## src/rtl/pw_pkg.sv

```systemverilog
// Package: shared widths, register addresses and control layout for the watchdog.
// Assumes a 16-bit bus; control fields are placed at fixed bit positions.
package pw_pkg;
    localparam int DATA_W = 16;
    localparam int PRE_W  = 8;
    localparam int SEL_W  = 2;

    typedef enum logic [1:0] {
        REG_CTRL   = 2'd0,
        REG_RELOAD = 2'd1,
        REG_COUNT  = 2'd2,
        REG_NONE   = 2'd3
    } reg_sel_e;

    typedef struct packed {
        logic [PRE_W-1:0] pre;
        logic [SEL_W-1:0] div_sel;
        logic             rst_en;
        logic             irq_en;
        logic             run;
    } ctrl_t;

    // Pack the control struct into its bus word (bits 7:5 read as zero)
    function automatic logic [DATA_W-1:0] ctrl_to_word(input ctrl_t c);
        return {c.pre, 3'b000, c.div_sel, c.rst_en, c.irq_en, c.run};
    endfunction

    // Unpack a bus word into the control struct
    function automatic ctrl_t word_to_ctrl(input logic [DATA_W-1:0] w);
        ctrl_t c;
        c.pre     = w[15:8];
        c.div_sel = w[4:3];
        c.rst_en  = w[2];
        c.irq_en  = w[1];
        c.run     = w[0];
        return c;
    endfunction
endpackage

```

## src/rtl/pw_regs.sv

```systemverilog
// Module: register decode and storage for control and reload, read mux for all three.
// Assumes single-cycle writes; the live count is stored in pw_counter, so this
// module only forwards a write strobe and data for it.
module pw_regs
    import pw_pkg::*;
#(
    parameter logic [DATA_W-1:0] RESET_COUNT = 16'h8000
) (
    input  logic              clk,
    input  logic              rst_n,
    input  logic [1:0]        bus_addr,
    input  logic              bus_we,
    input  logic [DATA_W-1:0] bus_wdata,
    input  logic [DATA_W-1:0] cnt_i,
    output logic [DATA_W-1:0] bus_rdata,
    output ctrl_t             ctrl_o,
    output logic [DATA_W-1:0] reload_o,
    output logic              cnt_wr_o,
    output logic [DATA_W-1:0] cnt_wdata_o
);
    reg_sel_e sel;
    assign sel = reg_sel_e'(bus_addr);

    // Store control and reload on their write strobes
    always_ff @(posedge clk) begin
        if (!rst_n) begin
            ctrl_o   <= '0;
            reload_o <= RESET_COUNT;
        end else if (bus_we) begin
            if (sel == REG_CTRL)   ctrl_o   <= word_to_ctrl(bus_wdata);
            if (sel == REG_RELOAD) reload_o <= bus_wdata;
        end
    end

    assign cnt_wr_o    = bus_we && (sel == REG_COUNT);
    assign cnt_wdata_o = bus_wdata;

    // Read mux: stored values for control and reload, live value for count
    always_comb begin
        unique case (sel)
            REG_CTRL:   bus_rdata = ctrl_to_word(ctrl_o);
            REG_RELOAD: bus_rdata = reload_o;
            REG_COUNT:  bus_rdata = cnt_i;
            default:    bus_rdata = '0;
        endcase
    end
endmodule

```

## src/rtl/pw_tickgen.sv

```systemverilog
// Module: two-stage divider, a programmable prescaler followed by a selectable
// power-of-two divider of 2**BASE_LOG2 up to 2**(BASE_LOG2 + 2**SEL_W - 1).
// Assumes settings are changed only while stopped; both stages clear when run is low.
module pw_tickgen #(
    parameter int PRE_W     = 8,
    parameter int SEL_W     = 2,
    parameter int BASE_LOG2 = 4
) (
    input  logic             clk,
    input  logic             rst_n,
    input  logic             run,
    input  logic [PRE_W-1:0] pre,
    input  logic [SEL_W-1:0] div_sel,
    output logic             tick_o
);
    localparam int NSEL  = 1 << SEL_W;
    localparam int DIV_W = BASE_LOG2 + NSEL - 1;

    logic [PRE_W-1:0] pre_cnt;
    logic [DIV_W-1:0] div_cnt;
    logic [DIV_W-1:0] div_lim [NSEL];
    logic             pre_last, div_last;

    // One terminal value per divider select
    for (genvar g = 0; g < NSEL; g++) begin : g_lim
        assign div_lim[g] = DIV_W'((2 ** (BASE_LOG2 + g)) - 1);
    end

    assign pre_last = (pre_cnt == pre);
    assign div_last = (div_cnt == div_lim[div_sel]);
    assign tick_o   = run && pre_last && div_last;

    // Advance prescaler every cycle, divider on each prescaler wrap
    always_ff @(posedge clk) begin
        if (!rst_n || !run) begin
            pre_cnt <= '0;
            div_cnt <= '0;
        end else if (pre_last) begin
            pre_cnt <= '0;
            div_cnt <= div_last ? '0 : div_cnt + 1'b1;
        end else begin
            pre_cnt <= pre_cnt + 1'b1;
        end
    end
endmodule

```

## src/rtl/pw_counter.sv

```systemverilog
// Module: live down-counter with reload on expiry and the two expiry actions.
// Assumes tick is a single-cycle strobe; a software load overrides a coincident tick.
module pw_counter #(
    parameter int               CNT_W       = 16,
    parameter logic [CNT_W-1:0] RESET_COUNT = 16'h8000
) (
    input  logic             clk,
    input  logic             rst_n,
    input  logic             tick,
    input  logic             load_en,
    input  logic [CNT_W-1:0] load_val,
    input  logic [CNT_W-1:0] reload,
    input  logic             irq_en,
    input  logic             rst_en,
    output logic [CNT_W-1:0] cnt_o,
    output logic             irq_o,
    output logic             rst_req_o
);
    logic expire;
    assign expire = tick && !load_en && (cnt_o == '0);

    // Count, reload and raise the enabled expiry actions
    always_ff @(posedge clk) begin
        if (!rst_n) begin
            cnt_o     <= RESET_COUNT;
            irq_o     <= 1'b0;
            rst_req_o <= 1'b0;
        end else begin
            irq_o <= expire && irq_en;
            if (expire && rst_en) rst_req_o <= 1'b1;
            if (load_en)          cnt_o <= load_val;
            else if (expire)      cnt_o <= reload;
            else if (tick)        cnt_o <= cnt_o - 1'b1;
        end
    end
endmodule

```

## src/rtl/prescaled_watchdog.sv

```systemverilog
// Module: top of the watchdog; joins register file, tick generator and counter.
// Assumes one clock domain and a synchronous active-low reset.
module prescaled_watchdog
    import pw_pkg::*;
#(
    parameter int                BASE_LOG2   = 4,
    parameter logic [DATA_W-1:0] RESET_COUNT = 16'h8000
) (
    input  logic              clk,
    input  logic              rst_n,
    input  logic [1:0]        bus_addr,
    input  logic              bus_we,
    input  logic [DATA_W-1:0] bus_wdata,
    output logic [DATA_W-1:0] bus_rdata,
    output logic              irq_o,
    output logic              rst_req_o
);
    ctrl_t             ctrl_q;
    logic [DATA_W-1:0] reload_q, cnt_q, cnt_wdata;
    logic              cnt_wr, tick;

    pw_regs #(.RESET_COUNT(RESET_COUNT)) regs_i (
        .clk(clk), .rst_n(rst_n), .bus_addr(bus_addr), .bus_we(bus_we),
        .bus_wdata(bus_wdata), .cnt_i(cnt_q), .bus_rdata(bus_rdata),
        .ctrl_o(ctrl_q), .reload_o(reload_q), .cnt_wr_o(cnt_wr),
        .cnt_wdata_o(cnt_wdata)
    );

    pw_tickgen #(.PRE_W(PRE_W), .SEL_W(SEL_W), .BASE_LOG2(BASE_LOG2)) tick_i (
        .clk(clk), .rst_n(rst_n), .run(ctrl_q.run), .pre(ctrl_q.pre),
        .div_sel(ctrl_q.div_sel), .tick_o(tick)
    );

    pw_counter #(.CNT_W(DATA_W), .RESET_COUNT(RESET_COUNT)) cnt_i (
        .clk(clk), .rst_n(rst_n), .tick(tick), .load_en(cnt_wr),
        .load_val(cnt_wdata), .reload(reload_q), .irq_en(ctrl_q.irq_en),
        .rst_en(ctrl_q.rst_en), .cnt_o(cnt_q), .irq_o(irq_o),
        .rst_req_o(rst_req_o)
    );
endmodule

```

## config.mk

```make
export PLATFORM = sky130hd
export DESIGN_NAME = prescaled_watchdog
export DESIGN_NICKNAME = d
export VERILOG_FILES = /design/src/rtl/pw_pkg.sv /design/src/rtl/pw_regs.sv /design/src/rtl/pw_tickgen.sv /design/src/rtl/pw_counter.sv /design/src/rtl/prescaled_watchdog.sv
export SDC_FILE = /design/constraint.sdc
export NUM_CORES = 1
export LEC_CHECK = 0
export BUFFER_PORTS_ARGS = -buffer_cell sky130_fd_sc_hd__buf_2
export CAP_MARGIN = 20
export CORE_MARGIN = 2
export CORE_UTILIZATION = 41
export DETAILED_ROUTE_END_ITERATION = 10
export PLACE_DENSITY = 0.58
export SETUP_SLACK_MARGIN = 0.2
export SLEW_MARGIN = 20
export SYNTH_ARGS = -nofsm -noshare
export SYNTH_HDL_FRONTEND = slang
export SYNTH_SLANG_ARGS = --single-unit
```

## constraint.sdc

```tcl
create_clock -name clk -period 2.1 [get_ports clk]
set_clock_uncertainty 0.2 [all_clocks]
set_input_delay 0.525 -clock clk [delete_from_list [all_inputs] [get_ports clk]]
set_output_delay 0.525 -clock clk [all_outputs]
set_load 0.05 [all_outputs]
```

# Yosys cells after proc, flatten, opt, wreduce, memory -nomap -nowiden
# Index checks and enable logic that the tools add are counted.
dict set report word_totals {
  out_inout_bits 18
  ff_bits 62
  inputBits 21
  elab_cells 45
}
dict set report classes {
  bitwise_logic 1
  n_reduce_logical 17
  n_eq_ne 4
  magnitude_cmp 1
  n_mux 8
  addsub 3
}
# cell n
set ops {}
lappend ops {{16-bit 2-to-1 mux} 3}
lappend ops {{16-bit one-hot mux with 3 select lines} 1}
lappend ops {{7-bit 2-to-1 mux} 3}
lappend ops {{16-bit zero test} 1}
lappend ops {{16-bit by 1-bit subtractor with 16-bit output (second input constant)} 1}
lappend ops {{7-bit binary-select mux with 2-bit select} 1}
lappend ops {{8-bit by 1-bit adder with 8-bit output (second input constant)} 1}
lappend ops {{8-bit equality test} 1}
lappend ops {{7-bit by 1-bit adder with 7-bit output (second input constant)} 1}
lappend ops {{7-bit equality test} 1}
lappend ops {{1-bit logical AND} 7}
lappend ops {{2-bit AND reduction} 2}
lappend ops {{3-bit >= comparator (second input constant)} 1}
lappend ops {{1-bit zero test} 3}
lappend ops {{2-bit inverter with 3-bit output} 1}
lappend ops {{3-bit nonzero test} 1}
lappend ops {{2-bit by 1-bit equality test with 1-bit output (second input constant)} 1}
lappend ops {{2-bit equality test (second input constant)} 1}
lappend ops {{2-bit zero test} 1}
lappend ops {{2-bit OR reduction} 1}
lappend ops {{1-bit logical OR} 1}

# Logic depth before layout (Yosys ltp)
dict set report depth {
  ltp_word 10
  mapped_depth 8
  mapped_depth_nobuf 7
}

# Modules after synthesis
# A second synthesis with hierarchy kept.
dict set report unflattened {
  cells_unflattened 421
  area_unflattened_um2 3676.0
}
# module area_each_um2 cells_per_inst seq_area_each_um2 instances
set modules_own_cells {}
lappend modules_own_cells {pw_regs 1575.3 169 580.6 1}
lappend modules_own_cells {pw_counter 1271.2 158 360.3 1}
lappend modules_own_cells {pw_tickgen 829.5 94 300.3 1}

# Worst setup path before layout
# No wires, ideal clock.
dict set report synth_timing {
  kind {input to output}
  from {input bus_addr[1]}
  to {output bus_rdata[0]}
  n_path_buf 2
  stages 4
  t_required_ps 1375
  slack_ps -1134
  t_arrival_ps 2509
  path_cell_list {clkbuf_1 clkbuf_1 mux2i_1 o21ai_0}
}
dict set report synth_via {
  elab_chain_cells 2
  word_cells_on_any_way 4
  cone_classes {eq/ne (2); mux (1); reduce/logical (1)}
}
# item line_no
set synth_rtl {}
lappend synth_rtl {{from (decl)} prescaled_watchdog.sv:11} ;# input logic [1:0] bus_addr,
lappend synth_rtl {{2-bit equality test, or another cell as far along} pw_regs.sv:40} ;# unique case (sel)
lappend synth_rtl {{16-bit one-hot mux with 3 select lines (*)} pw_regs.sv:40}
lappend synth_rtl {{to (decl)} prescaled_watchdog.sv:14} ;# output logic [DATA_W-1:0] bus_rdata,
# Mark *: on every way between the ends. The rest lies on a longest branch, timed or not.

# Worst setup path in the final report
dict set report layout_timing {
  from {input bus_addr[1]}
  to {output bus_rdata[12]}
}
# Same word-level chain as after synthesis.

==> results.cfg <==
[status]
status = completed

[cells_and_area]
final_core_util = 0.6145
final_common_cell = nand2_1
diodes = 0
final_cell_mix = nand2_1, dfxtp_1, buf_4, a21boi_0, buf_6
nNetsFinal = 547
drive_above_1_share = 0.4205
area_growth_pct = 47.15

[cts]
path_clk_slew_ns = 0.07
clock_sinks = 62
clockBufferDepth = 2
cts_root_buf = clkbuf_8
cts_tree = done
cts_buffers = 9
clk_latency_ns = 0.35
postCtsHoldBufs = 0
cts_htree_levels = 3

[placed_design]
routabilityCongestion = 0.8849
port_buffers = 38
dp_hpwl_mm = 7.614

[timing]
worstMarginPinSlew_ns = 0.3392
slew_headroom = 0.7722
finalHoldViolations = 0
slew_violations = 0
rsz0062_at_grt = yes
final.min_clock_period_ns = 2.073
hold_ws_ns = 0.2237
finalSetupViolations = 0
finalSetupTns_ns = 0
clock.fmax_ghz = 0.4823
period_share = 0.9874

[worst_setup_path]
cp.arrival_ns = 1.35
critPathMaxFanout = 5
crit_top_cell = buf_6
worstSetupEndpointType = primary output
startpoint_type = input port
worstPathCellList = buf_12 -> nor2b_4 -> buf_6 -> nand2_1 -> o21ai_4 -> buf_6
slowest_delay_ns = 0.20
worstPathRequired_ns = 1.37
path_class = input port to primary output
crit_slowest_cell = nor2b_4

[logic_synthesis]
synth_fp_nets = 462
ys_warn_count = 0
synth.distinct_cells = 54
async_reset_ff_frac = 0
ys_seq_area_frac = 0.3442
ys_seq_elements = 62
netlist_instances = 438
avgSynthCellArea_um2 = 8.233
synth_flop_cell = dfxtp_1
synth_edf_count = 0
synth_area_um2 = 3606

[detailed_routing]
wl_per_cell_um = 18.06
drt_iter0_drc = 216
m1WireLength_mm = 5.376
dr_wl_met2_mm = 5.521
vias = 3503
ant_nets = 0
via_per_inst = 5.508
met3WireLength_um = 426
routed.top_layer = met4
first_pass_iters = 4
routed_wl_mm = 11.49
drc = 0

[pwr]
p_leak_nw = 2.208
power_per_cell_area_nw_per_um2 = 592.6
ir_drop_uv = 284.9

[global_routing]
grt_use_total = 0.2405
grt_max_degree = 64
overflow = 0
grt_pass1_vias = 3442
antenna_found_initial = 0
grt_pass1_wl_mm = 18.30

[die]
die-height_um = 97.78
fp.dieW_um = 97.78
core_um2 = 8636
rows = 34
die_area_um2 = 9561
initial_utilization = 0.4176
io_pins = 39

[job]
drv_cap = 0

[worst_hold_path]
hold_class = input port to flip-flop
[cell type report]
cell class	instances	area [µm²]
Tap cell	108	135.1
Inverter	3	11.26
Multi-Input combinational cell	344	2703
Sequential cell	62	1276
Clock inverter	4	70.07
Fill cell	777	3329
Clock buffer	12	145.1
Timing Repair Buffer	103	965.9
[cells by family after synthesis]
group                      after synthesis  share of synthesized area
and+or+nand+nor                        185                     0.2495
DFF                                     62                     0.3442
xor gates and xnor gates                27                    0.06558
adders and majority gates                3                    0.01041
AOI/OAI and AO/OA                       91                     0.1770
buffers and inverters                   32                    0.04372
muxes                                   38                     0.1096
[registers in the layout, indices dropped and copies added (netlist names)]
name             cells
cnt_i.rst_req_o      1
tick_i.div_cnt       7
regs_i.reload_o     16
cnt_i.irq_o          1
tick_i.pre_cnt       8
cnt_i.cnt_o         16
regs_i.ctrl_o       13
[layer usage]
layer  vias to the layer above  track usage
met2                        81       0.3968
met1                      1689       0.3296
met4                         0      0.07158
li1                       1720            -
met5                         -            0
met3                        13      0.03293
[path summary, 6_finish.rpt]
path                                  start                               to  slack (ns)  depth (start not counted)
max reg2reg  tick_i.div_cnt[6]$_SDFFE_PP0N_      cnt_i.cnt_o[1]$_SDFFE_PN0P_        0.08                          6
min reg2reg    cnt_i.rst_req_o$_SDFFE_PN0P_     cnt_i.rst_req_o$_SDFFE_PN0P_        0.28                          1
max                             bus_addr[1]                    bus_rdata[12]        0.03                          6
min                            bus_wdata[7]  regs_i.reload_o[7]$_SDFFE_PN0P_        0.22                          3
[per-stage QoR]
step                instance area, µm²  setup WS, ns  power [mW]  cells
floorplan                         3895       0.02705       1.637    438
global placement                  4422       -0.1181       1.822    603
CTS                               5062       0.03533       3.105    628
finish                            5306       0.02650       3.144    636
global route                      5306      0.006029       3.264    636
detailed placement                4422       -0.1360       1.827    603
[repair_timing]
item	CTS	global route
setup endpoints to repair	39	47
pin swaps	19	12
setup buffers	6	7
gates cloned	3	1
gates resized for setup	100	47
[where the power goes]
group | internal, mW | switching [mW] | total, mW
Sequential | 1.20 | 0.0428 | 1.24
Clock | 0.698 | 0.491 | 1.19
Combinational | 0.348 | 0.363 | 0.711
Total | 2.25 | 0.896 | 3.14
[cell usage after synthesis (all sizes together), types with 3 or more instances]
library cell	instances	area (µm²)
mux2	12	135.1
nand3	19	100.1
nor2	19	71.32
xnor2	7	61.31
buf	7	63.81
or3	6	37.54
nor4	7	80.07
o31a	3	26.28
inv	3	11.26
a22o	4	35.03
dfxtp	62	1241
o21ai	20	100.1
mux2i	26	260.3
clkbuf	22	82.58
o21a	3	22.52
and3	6	37.54
xor2	20	175.2
a21oi	6	30.03
nor3	4	20.02
and2	5	31.28
a21boi	30	225.2
ha	3	37.54
a31o	3	26.28
nand4	6	37.54
o211ai	12	90.09
nand2	98	370.4
[critical path, delay by kind of cell]
| family | cells | cell delay, ns |
|---|---|---|
| AOI/OAI and AO/OA | 1 | 0.07 |
| buffers and inverters | 3 | 0.46 |
| and+or+nand+nor | 2 | 0.29 |
No activity file was read; power rests on OpenSTA's default activity.
